`src/rtl/wis_pkg.sv`:
```
package wis_pkg;

  // Widest beat selector carried in the strobe struct (up to 256 beats).
  localparam int SEL_MAX_W = 8;

  typedef enum logic [2:0] {
    ST_IDLE   = 3'd0,
    ST_FETCH  = 3'd1,
    ST_DRAIN1 = 3'd2,
    ST_DRAIN2 = 3'd3,
    ST_WRITE  = 3'd4
  } seqState_t;

  // Strobes from control to datapath, aligned to the cycle read data is present.
  typedef struct packed {
    logic                 capture;
    logic                 lastBeat;
    logic [SEL_MAX_W-1:0] beatSel;
    logic                 resultWrite;
  } dpStrobe_t;

endpackage

```
`src/rtl/wis_ctrl.sv`:
```
module wis_ctrl
  import wis_pkg::*;
#(
  parameter int AW = 16,
  parameter int CW = 16,
  parameter int NB = 3
) (
  input  logic          clk,
  input  logic          rstN,
  input  logic          start,
  input  logic [CW-1:0] instrCount,
  input  logic [CW-1:0] vecCount,
  input  logic [AW-1:0] instrBase,
  input  logic [AW-1:0] resultBase,
  output logic          memOwn,
  output logic          memRe,
  output logic          memWe,
  output logic [AW-1:0] memAddr,
  output logic          done,
  output dpStrobe_t     strobe
);

  localparam int BCW = (NB > 1) ? $clog2(NB) : 1;

  seqState_t     state;
  logic [CW-1:0] nInstr, nVec, instrCnt, vecCnt;
  logic [AW-1:0] baseI, baseR, offset;
  logic [BCW-1:0] beatCnt, selP;
  logic          capP, lastP;
  logic          beatLast, instrLast, vecLast;

  assign beatLast  = (beatCnt == BCW'(NB - 1));
  assign instrLast = (instrCnt == nInstr - CW'(1));
  assign vecLast   = (vecCnt == nVec - CW'(1));

  always_ff @(posedge clk) begin
    if (!rstN) begin
      state    <= ST_IDLE;
      nInstr   <= '0;
      nVec     <= '0;
      baseI    <= '0;
      baseR    <= '0;
      offset   <= '0;
      beatCnt  <= '0;
      instrCnt <= '0;
      vecCnt   <= '0;
      capP     <= 1'b0;
      lastP    <= 1'b0;
      selP     <= '0;
      done     <= 1'b0;
    end else begin
      // Read data returns one clock after the request; tag it here.
      capP  <= (state == ST_FETCH);
      lastP <= (state == ST_FETCH) && beatLast;
      selP  <= beatCnt;
      case (state)
        ST_IDLE: begin
          if (start) begin
            nInstr   <= instrCount;
            nVec     <= vecCount;
            baseI    <= instrBase;
            baseR    <= resultBase;
            offset   <= '0;
            beatCnt  <= '0;
            instrCnt <= '0;
            vecCnt   <= '0;
            if (vecCount == '0) begin
              done <= 1'b1;
            end else begin
              done  <= 1'b0;
              state <= (instrCount == '0) ? ST_WRITE : ST_FETCH;
            end
          end
        end
        ST_FETCH: begin
          offset <= offset + AW'(1);
          if (beatLast) begin
            beatCnt  <= '0;
            instrCnt <= instrCnt + CW'(1);
            if (instrLast) state <= ST_DRAIN1;
          end else begin
            beatCnt <= beatCnt + BCW'(1);
          end
        end
        ST_DRAIN1: state <= ST_DRAIN2;
        ST_DRAIN2: state <= ST_WRITE;
        ST_WRITE: begin
          offset   <= '0;
          beatCnt  <= '0;
          instrCnt <= '0;
          if (vecLast) begin
            state <= ST_IDLE;
            done  <= 1'b1;
          end else begin
            vecCnt <= vecCnt + CW'(1);
            state  <= (nInstr == '0) ? ST_WRITE : ST_FETCH;
          end
        end
        default: state <= ST_IDLE;
      endcase
    end
  end

  always_comb begin
    memOwn  = (state != ST_IDLE);
    memRe   = (state == ST_FETCH);
    memWe   = (state == ST_WRITE);
    memAddr = '0;
    if (state == ST_FETCH)      memAddr = baseI + offset;
    else if (state == ST_WRITE) memAddr = baseR + AW'(vecCnt);
    strobe.capture     = capP;
    strobe.lastBeat    = lastP;
    strobe.beatSel     = SEL_MAX_W'(selP);
    strobe.resultWrite = memWe;
  end

  // memory traffic only while the port is held, never read and write at once.
  a_r7_access_owned: assert property (@(posedge clk) disable iff (!rstN)
    (memRe || memWe) |-> memOwn);
  a_r7_no_rw_both: assert property (@(posedge clk) disable iff (!rstN)
    !(memRe && memWe));
  // the port is released whenever done is shown.
  a_r8_done_released: assert property (@(posedge clk) disable iff (!rstN)
    done |-> !memOwn);
  // back-to-back reads step the address by one.
  a_r1_addr_step: assert property (@(posedge clk) disable iff (!rstN)
    (memRe && $past(memRe)) |-> (memAddr == $past(memAddr) + AW'(1)));
  // the first read of each pass is at the instruction base.
  a_r5_restart_base: assert property (@(posedge clk) disable iff (!rstN)
    (memRe && !$past(memRe)) |-> (memAddr == instrBase));

endmodule

```
`src/rtl/wis_dpath.sv`:
```
module wis_dpath
  import wis_pkg::*;
#(
  parameter int IW = 600,
  parameter int BW = 256,
  parameter int RW = 64,
  parameter int NB = 3
) (
  input  logic          clk,
  input  logic          rstN,
  input  dpStrobe_t     strobe,
  input  logic [BW-1:0] memRdata,
  input  logic [RW-1:0] resultIn,
  output logic [IW-1:0] instrWord,
  output logic          instrValid,
  output logic [BW-1:0] memWdata
);

  // Width carried by the final beat; bits above it are padding.
  localparam int LASTW = IW - (NB - 1) * BW;

  logic [IW-1:0] asmWord;

  genvar b;
  generate
    for (b = 0; b < NB - 1; b++) begin : g_fullBeat
      always_ff @(posedge clk) begin
        if (strobe.capture && strobe.beatSel == SEL_MAX_W'(b))
          asmWord[b*BW +: BW] <= memRdata;
      end
    end
    always_ff @(posedge clk) begin
      if (strobe.capture && strobe.beatSel == SEL_MAX_W'(NB - 1))
        asmWord[IW-1 -: LASTW] <= memRdata[LASTW-1:0];
    end
    if (LASTW < BW) begin : g_pad
      logic unusedPad;
      assign unusedPad = ^memRdata[BW-1:LASTW];
    end
  endgenerate

  always_ff @(posedge clk) begin
    if (!rstN) instrValid <= 1'b0;
    else       instrValid <= strobe.capture && strobe.lastBeat;
  end

  assign instrWord = asmWord;
  assign memWdata  = strobe.resultWrite ? BW'(resultIn) : '0;

  // every strobe follows the capture of a final beat.
  a_r3_valid_after_last: assert property (@(posedge clk) disable iff (!rstN)
    instrValid |-> $past(strobe.capture && strobe.lastBeat));

  generate
    if (NB > 1) begin : g_pulseChk
      // split instructions never produce adjacent strobes.
      a_r3_single_pulse: assert property (@(posedge clk) disable iff (!rstN)
        instrValid |=> !instrValid);
    end
  endgenerate

endmodule

```
`src/rtl/wide_instr_sequencer.sv`:
```
module wide_instr_sequencer
  import wis_pkg::*;
#(
  parameter int IW = 600,
  parameter int BW = 256,
  parameter int RW = 64,
  parameter int AW = 16,
  parameter int CW = 16
) (
  input  logic          clk,
  input  logic          rstN,
  input  logic          start,
  input  logic [CW-1:0] instrCount,
  input  logic [CW-1:0] vecCount,
  input  logic [AW-1:0] instrBase,
  input  logic [AW-1:0] resultBase,
  output logic          memOwn,
  output logic          memRe,
  output logic          memWe,
  output logic [AW-1:0] memAddr,
  output logic [BW-1:0] memWdata,
  input  logic [BW-1:0] memRdata,
  output logic [IW-1:0] instrWord,
  output logic          instrValid,
  input  logic [RW-1:0] resultIn,
  output logic          done
);

  localparam int NB = (IW + BW - 1) / BW;

  dpStrobe_t strobe;

  wis_ctrl #(.AW(AW), .CW(CW), .NB(NB)) u_ctrl (
    .clk(clk), .rstN(rstN), .start(start),
    .instrCount(instrCount), .vecCount(vecCount),
    .instrBase(instrBase), .resultBase(resultBase),
    .memOwn(memOwn), .memRe(memRe), .memWe(memWe), .memAddr(memAddr),
    .done(done), .strobe(strobe)
  );

  wis_dpath #(.IW(IW), .BW(BW), .RW(RW), .NB(NB)) u_dpath (
    .clk(clk), .rstN(rstN), .strobe(strobe),
    .memRdata(memRdata), .resultIn(resultIn),
    .instrWord(instrWord), .instrValid(instrValid), .memWdata(memWdata)
  );

endmodule

```
`config.mk`:
```
export PLATFORM = sky130hd
export DESIGN_NAME = wide_instr_sequencer
export DESIGN_NICKNAME = d
export VERILOG_FILES = /design/src/rtl/wis_pkg.sv /design/src/rtl/wis_ctrl.sv /design/src/rtl/wis_dpath.sv /design/src/rtl/wide_instr_sequencer.sv
export SDC_FILE = /design/constraint.sdc
export NUM_CORES = 1
export LEC_CHECK = 0
export BUFFER_PORTS_ARGS = -buffer_cell sky130_fd_sc_hd__buf_2
export CAP_MARGIN = 20
export CORE_AREA = 4 4 492 494
export CTS_CLUSTER_DIAMETER = 40
export CTS_CLUSTER_SIZE = 25
export DETAILED_ROUTE_END_ITERATION = 12
export DIE_AREA = 0 0 496 498
export HOLD_SLACK_MARGIN = 0.12
export PLACE_DENSITY_LB_ADDON = 0.15
export SETUP_SLACK_MARGIN = 0.05
export SYNTH_ARGS = -nofsm -noshare
export SYNTH_HDL_FRONTEND = slang
export SYNTH_HIERARCHICAL = 1
export SYNTH_SLANG_ARGS = --single-unit
```
`constraint.sdc`:
```
create_clock -name clk -period 45 [get_ports clk]
set_clock_uncertainty 0.05 [all_clocks]
set_input_delay 2.25 -clock clk [delete_from_list [all_inputs] [get_ports clk]]
set_output_delay 2.25 -clock clk [all_outputs]
set_load 0.05 [all_outputs]
```
# Yosys cells after proc, flatten, opt, wreduce, memory -nomap -nowiden
# Index checks and enable logic that the tools add are counted.
# Widths: inputs -> output; s select.
dict set report word_totals {
  ff_bits 723
  input_bits 387
  output_inout_bits 877
}
dict set report op_classes {
  add_sub_neg 8
  n_eq_ne 15
  muxes 24
  reduce_logical 19
}
# operator n
set op_table {}
lappend op_table {{$pmux 16 s3} 2}
lappend op_table {{$mux 16} 5}
lappend op_table {{$mux 64} 1}
lappend op_table {{$add 16x1->16 const B} 3}
lappend op_table {{$logic_not 16->1} 3}
lappend op_table {{$add 16x16->16} 2}
lappend op_table {{$eq 16x16->1} 2}
lappend op_table {{$pmux 16 s2} 1}
lappend op_table {{$sub 16x1->16 const B} 2}
lappend op_table {{$mux 3} 7}
lappend op_table {{$pmux 3 s5} 1}
lappend op_table {{$reduce_and 3->1} 3}
lappend op_table {{$logic_not 8->1} 1}
lappend op_table {{$eq 3x2->1 const B} 2}
lappend op_table {{$ne 2x1->1 const B} 3}
lappend op_table {{$ne 2x2->1 const B} 3}
lappend op_table {{$pmux 2 s3} 1}
lappend op_table {{$reduce_bool 3->1} 2}
lappend op_table {{$logic_and 1x1->1} 5}
lappend op_table {{$eq 2x2->1 const B} 2}
lappend op_table {{$mux 2} 2}
lappend op_table {{$reduce_and 2->1} 2}
lappend op_table {{$reduce_and 4->1} 1}
lappend op_table {{$eq 3x1->1 const B} 1}
lappend op_table {{other kinds (7)} 9}

# Logic depth before layout (Yosys ltp)
# Gate-level depths: netlist of the first run.
dict set report depth {
  word_depth 5
  depth_mapped 12
  ltp_nobuf 12
}

# By module
# Netlist of the first run, hierarchy kept.
# module instances cells_per_inst area_per_inst_um2 seq_area_each_um2
set by_module_without_submodules {}
lappend by_module_without_submodules {wis_dpath 1 873 19962.9 18037.3}
lappend by_module_without_submodules {wis_ctrl 1 959 7562.3 2442.3}

# Worst setup path before layout of the first run
# OpenSTA, ideal clock, no wires.
dict set report synth_path {
  path_type {register to register}
  from {register u_ctrl.capP}
  to {register u_dpath.asmWord[256], in the netlist u_dpath/instrWord[256], enable pin}
  setup_time_ps 1186
  arrival_ps 18202
  required_ps 43764
  path_slack_ps 25562
  stages_incl_launch_ff 4
  n_path_buf 1
  path_cell_list {dfxtp_1 -> buf_4 -> or4b_4 -> nor3_1}
}
dict set report synth_between {
  elab_chain_cells 1
}
# element line_no
set synth_lines {}
lappend synth_lines {{from (decl)} wis_ctrl.sv:29} ;# logic capP, lastP;
lappend synth_lines {{from (signal assigned)} wis_ctrl.sv:53} ;# capP <= (state == ST_FETCH);
lappend synth_lines {{$logic_and 1x1->1} wis_dpath.sv:28} ;# if (strobe.capture && strobe.beatSel == SEL_MAX_W'(b))
lappend synth_lines {{to (signal, indexed assignment)} wis_dpath.sv:29} ;# asmWord[b*BW +: BW] <= memRdata;
lappend synth_lines {{to (decl)} wis_dpath.sv:22} ;# logic [IW-1:0] asmWord;
# No other way between the ends.
# A chain may end at the register's enable or synchronous reset.

# Worst setup path in the final report of the first run
dict set report layout_path {
  from {register u_ctrl.offset[1]}
  to {output port memAddr[15]}
}
dict set report layout_between {
  elab_chain_cells 2
}
# element line_no
set layout_lines {}
lappend layout_lines {{from (decl)} wis_ctrl.sv:27} ;# logic [AW-1:0] baseI, baseR, offset;
lappend layout_lines {{from (signal assigned)} wis_ctrl.sv:76} ;# offset <= offset + AW'(1);
lappend layout_lines {{$add 16x16->16} wis_ctrl.sv:109} ;# if (state == ST_FETCH) memAddr = baseI + offset;
lappend layout_lines {{$mux 16} wis_ctrl.sv:109}
lappend layout_lines {{to (decl)} wide_instr_sequencer.sv:20} ;# output logic [AW-1:0] memAddr,
# No other way between the ends.

==> flow_summary.toml, run 1 <==
[drt]
drt_iter0_markers = 1035
vias = 19300
viasPerCell = 3.04
dr.pass1.iters = 5
drcViolationCount = 0
wl_per_cell_um = 20.4
ant_nets = 0
routed_wirelength_mm = 130

[sta]
max_freq_ghz = 0.158
tightestPinTransition_ns = 1.00
hold_viol_final = 0
final-setup-viol-count = 0
rsz0062_at_grt = "false"
tns_ns = 0
fin_ws_ns = 38.66
fin_hold_ws_ns = 0.419
slew_headroom_pct = 33.3
fin_crit_ns = 6.34
report.final.slew_viol_count = 0
min_period_over_period_pct = 14.1

[global_route]
grt_usage_pct = 9.93
gr-total-overflow = 0
grt_pass1_wl_mm = 168
grt_pass1_vias = 19400
grt_max_degree = 128
antenna_found_initial = 61

[clock_network]
cts.repair.resized = 0
clock_path_buffers = 3
numCtsBuffers = 164
post-cts-setup-buffers = 0
cts_hold_buf = 0
cts_max_level = 4
clock-sinks = 723
root_buffer = "clkbuf_16"
clk_latency_ns = 0.75
cts.clk_slew.worst_paths_ns = 0.04
cts_tree = "built"

[synthesis]
syn_inst = 1832
yosysSeqAreaShare_pct = 74.4
syn-cell-area_um2 = 27500
ys_types = 68
synth_top_family_by_area = "simple AND/OR/NAND/NOR gates"
synth_fa_ha_area_share_pct = 1.78
synth_flop_cell = "edfxtp_1"
synthSimpleGateAreaFrac_pct = 8.85
synthArstFlopShare_pct = 0
yosys_register_bits = 723
syn_area_per_cell_um2 = 15.0
synthMuxAreaShare_pct = 0.145
synth_edf_count = 600
synth_compound_area_share_pct = 5.14
ys_warn_count = 6
synth_xor_area_share_pct = 3.12

[hold_path]
hold_class = "flop to flop"

[pwr]
total_leakage_power_nw = 16.3
ir_worst_vdd_uv = 43.4
p_comb_share_pct = 6.1
switching_share_pct = 25.4
total_power_mw = 2.12
clockPowerShare_pct = 59.0
seq_power_share_pct = 34.9
power.density_nw_per_um2 = 50.5
p_int_mw = 1.58
switching_power_uw = 537

[die]
std_cell_rows = 179
die_h_um = 498
die_w_um = 496
core_um2 = 237000
ios = 1264
initial_core_util_pct = 11.6
dieArea_um2 = 247000

[critical_path]
critPathArrivalTime_ns = 4.04
cp.required_ns = 42.70
cp_slowest_cell = "or4_1"
max_stage_delay_ns = 0.54
cp_cell_sequence = "ha_1, a211oi_1, nor2_1, nor4_1, o31ai_1, o31ai_1, o21ai_0, a21oi_1, mux2i_1, or4_1, buf_2"
cp_max_fo = 6
critical_path_class = "flop to output port"
cpMostUsedCell = "o31ai_1"
cp-end-kind = "output port"
startpoint_type = "flop"

[layout]
final.fill_count = 26300
final_layout_size_suffix_gt1_share_pct = 43.8
synthToLayoutAreaGrowth_pct = 52.5
nNetsFinal = 3452

[placed_design]
io_buffer_count = 1071
gp_congestion = 0.767
hpwlAfterDp_mm = 104
pre_cts_ws_ns = 39.45

[outcome]
status = "completed"

[run]
drv_cap = 0
[logic make-up after synthesis]
kind of cell / after synthesis
compound gates: 204
xor+xnor: 98
other cells: 2
flops: 723
simple gates: 486
mux: 4
fa+ha+maj: 38
buf+inv: 277
[synth_stat cells (19+ instances only)]
library cell  count  area [um2]
edfxtp_1        600       18000
ha_1             36         450
xnor2_1          58         508
nand2_1         180         676
inv_1            22        82.6
xor2_1           40         350
buf_4           201        1510
nand3_1          22         110
o21ai_0          32         160
a21boi_0         65         488
a21oi_1          35         175
nor2_1           76         285
nor3_1           23         115
nor4_1           19         119
and2_1           71         444
clkbuf_1         46         173
dfxtp_1         123        2460
[layout make-up]
| class | instances | area (um2) | area share, % |
|---|---|---|---|
| clock buffer | 188 | 4320 | 10.3 |
| antenna | 12 | 30.0 | 0.0715 |
| sequential | 723 | 20500 | 48.8 |
| tap | 3167 | 3960 | 9.44 |
| clock inverter | 119 | 1590 | 3.80 |
| timing repair buffer | 1086 | 5510 | 13.1 |
| multi-input combinational | 1028 | 6000 | 14.3 |
| inverter | 24 | 90.1 | 0.215 |
[flip-flops by register name, indices dropped and copies added (netlist names)]
register            cells
u_dpath/instrWord     600
u_ctrl/baseI           16
u_ctrl/baseR           16
u_ctrl/instrCnt        16
u_ctrl/nInstr          16
u_ctrl/nVec            16
u_ctrl/offset          16
u_ctrl/vecCnt          16
u_ctrl/state            3
u_ctrl/beatCnt          2
u_ctrl/selP             2
u_ctrl/capP             1
u_ctrl/done             1
u_ctrl/lastP            1
u_dpath/instrValid      1
[power by group through the flow]
stage               Combinational [mW]  Sequential [mW]  Clock [mW]
detailed placement               0.133            0.751           0
finish                           0.130            0.739        1.25
CTS                              0.133            0.739        1.29
global route                     0.141            0.739        1.33
floorplan                       0.0950            0.751           0
global placement                 0.133            0.751           0
[placed cells by master (no fill, tap or decap), types with 20 or more instances in the layout]
cell type and count:
buf_2 1071, edfxtp_1 600, conb_1 198, nand2_1 179
clkbuf_16 166, dfxtp_1 123, nor2_1 76, and2_1 70
a21boi_0 65, xnor2_1 58, xor2_1 40, ha_1 36
a21oi_1 35, o21ai_0 32, inv_1 22, nand3_1 22
clkinv_2 21, bufinv_16 20, nor3_1 20
[routing by layer]
layer / part of all wire (%) / GRT usage, %
met5: 0 / 0
met2: 51 / 17.6
met3: 9.2 / 3.79
met1: 36 / 10.6
met4: 3.4 / 3.91
[worst paths after layout]
path	from	slack [ns]	end	depth (start not counted)
worst min register to register	u_ctrl/lastP	0.42	u_dpath/instrValid	1
worst max register to register	u_ctrl/selP[0]	41.33	u_dpath/instrWord[214]	5
worst max-delay path	u_ctrl/offset[1]	38.66	memAddr[15]	11
worst min-delay path	u_ctrl/lastP	0.42	u_dpath/instrValid	1
[critical path, delay by kind of cell (launching register included)]
kind	cells	cell delay [ns]
buf+inv	1	0.24
fa+ha+maj	1	0.28
flops	1	0.44
compound gates	5	1.25
mux	1	0.10
simple gates	3	0.96
[per-stage QoR]
stage / instance area [um2] / cells / utilization [%]
floorplan: 28300 / 2028 / -
global placement: 36000 / 6028 / 15.2
detailed placement: 36000 / 6028 / 15.2
CTS: 42000 / 6335 / 17.7
global route: 42000 / 6344 / 17.7
finish: 42000 / 6347 / 17.7
(Power assumes the default switching activity.)
==> inputs of run 2 (changes only) <==
--- a/config.mk
+++ b/config.mk
@@ -7,11 +7,11 @@
 export LEC_CHECK = 0
 export BUFFER_PORTS_ARGS = -buffer_cell sky130_fd_sc_hd__buf_2
 export CAP_MARGIN = 20
-export CORE_AREA = 4 4 492 494
+export CORE_AREA = 4 4 496 498
 export CTS_CLUSTER_DIAMETER = 40
 export CTS_CLUSTER_SIZE = 25
 export DETAILED_ROUTE_END_ITERATION = 12
-export DIE_AREA = 0 0 496 498
+export DIE_AREA = 0 0 500 502
 export HOLD_SLACK_MARGIN = 0.12
 export PLACE_DENSITY_LB_ADDON = 0.15
 export SETUP_SLACK_MARGIN = 0.05
==> constraint.sdc (replaced) <==
create_clock -name clk -period 5.08 [get_ports clk]
set_clock_uncertainty 0.05 [all_clocks]
set_input_delay 0.254 -clock clk [delete_from_list [all_inputs] [get_ports clk]]
set_output_delay 0.254 -clock clk [all_outputs]
set_load 0.05 [all_outputs]
==> run 2 against run 1 <==
Compared with the run above:
- utilization grew 1.5 points
- clock-buffer cell count shrank 10
- critical path type unchanged
- via count grew 7.8%
- critical endpoint unchanged
- critical path depth is the same
==> flow_summary.toml, run 2 (synthesized netlist as in run 1, its figures left out) <==
[critical_path]
critPathArrivalTime_ns = 4.07
startpoint_type = "flop"
cp.required_ns = 4.78
cp_max_fo = 6
cp-end-kind = "output port"
critical_path_class = "flop to output port"

[layout]
nNetsFinal = 3915
final_layout_size_suffix_gt1_share_pct = 37.7
stdcell_count = 6827
synthToLayoutAreaGrowth_pct = 68.7
mostFrequentLayoutCells = "buf_2 (1071), edfxtp_1 (600), dlygate4sd3_1 (471)"
final_common_cell = "buf_2"
largest_register_ffs = 600
finalInstanceArea_um2 = 46400

[placed_design]
hpwlAfterDp_mm = 104
place_inst = 6063
gp_congestion = 0.752
io_buffer_count = 1071
dpl_cell_area_um2 = 36100

[sta]
max_freq_ghz = 0.229
hold_viol_final = 0
slew_headroom_pct = 33.3
tns_ns = 0
final-setup-viol-count = 0
min_period_over_period_pct = 86.1
rsz0062_at_grt = "false"
tightestPinTransition_ns = 1.00
fin_crit_ns = 4.37
report.final.slew_viol_count = 0

[clock_network]
clock_path_buffers = 3
numCtsBuffers = 156
cts.clk_slew.worst_paths_ns = 0.05
cts.repair.resized = 0
root_buffer = "clkbuf_16"
clk_latency_ns = 0.77
cts_tree = "built"
cts_max_level = 4
clock-sinks = 723

[die]
initial_core_util_pct = 11.4
std_cell_rows = 181
core_um2 = 242000
dieArea_um2 = 251000
ios = 1264
die_w_um = 500
die_h_um = 502

[hold_path]
hold_class = "input pin to flop"

[drt]
dr.pass1.iters = 4
ant_nets = 0
viasPerCell = 3.05
drcViolationCount = 0
routed_wirelength_mm = 131
wl_per_cell_um = 19.2
vias = 20800
drt_iter0_markers = 1017

[run]
drv_cap = 0

[global_route]
grt_usage_pct = 9.89
grt_max_degree = 99
grt_pass1_wl_mm = 172
gr-total-overflow = 0
antenna_found_initial = 47
grt_pass1_vias = 21500

[pwr]
total_leakage_power_nw = 18.3
ir_worst_vdd_uv = 262
power.density_nw_per_um2 = 400

[outcome]
status = "completed"
run 2: cell count changes in the layout (fill, tap and decap cells not counted), sizes merged:
cell / delta
bufinv: +2
clkbuf: -10
clkinv: +2
clkinvlp: -6
diode: -5
dlygate4sd3: +471
inv: -9
run 2: final cells by class:
| class | count | area, um2 |
|---|---|---|
| diodes | 7 | 17.5 |
| inverters | 24 | 90.1 |
| fillers | 26700 | 196000 |
| clock inverters | 108 | 1490 |
| well taps | 3202 | 4010 |
| clock buffers | 178 | 4070 |
| multi-input cells | 1028 | 6030 |
| flip-flops and latches | 723 | 20500 |
| repair buffers | 1557 | 10300 |
run 2: worst paths after layout:
path / startpoint / end / slack (ns) / cells past startpoint
max: u_ctrl/offset[1] / memAddr[15] / 0.71 / 11
min: memRdata[103] / u_dpath/instrWord[103] / 0.21 / 2
max reg2reg: u_ctrl/nVec[4] / u_ctrl/vecCnt[11] / 1.81 / 9
min reg2reg: u_ctrl/lastP / u_dpath/instrValid / 0.43 / 1
run 2: per-layer routing:
metal,GRT usage [%],vias to the layer above,routed length [um]
met5,0,-,0
met4,3.29,0,4250
met3,3.30,233,9950
met2,18.1,926,67300
met1,10.7,10000,49500
li1,-,9636,-
run 2: power breakdown:
| part | leakage, nW | total, mW | switching (mW) | internal, mW |
|---|---|---|---|---|
| Sequential | 6.39 | 6.54 | 0.0621 | 6.48 |
| Clock | 2.68 | 10.6 | 3.63 | 6.95 |
| Combinational | 9.24 | 1.48 | 0.935 | 0.544 |
| Total | 18.3 | 18.6 | 4.62 | 14.0 |
run 2: critical path, cell delays in order, from the launching register on:
cell and delay [ns]:
dfxtp_1 0.42, ha_1 0.28, a211oi_1 0.26, nor2_1 0.10, nor4_1 0.36, o31ai_1 0.20, o31ai_1 0.37, o21ai_0 0.23
a21oi_1 0.23, mux2i_1 0.10, or4_1 0.52, buf_2 0.23
run 2: repair_timing:
action | 4_1_cts | 5_1_grt
buffers inserted | 0 | 0
hold buffers | 471 | 0
endpoints found under the hold margin | 681 | 0
run 2: per-stage QoR:
stage,util (%),hold WS (ns),worst slack [ns],power [mW]
finish,19.2,0.210,0.706,18.6
global route,19.2,0.128,0.358,19.4
global placement,14.9,0.395,1.46,7.82
detailed placement,14.9,0.396,1.51,7.82
CTS,19.2,0.122,0.572,19.0
floorplan,-,0.303,-2.42,7.49
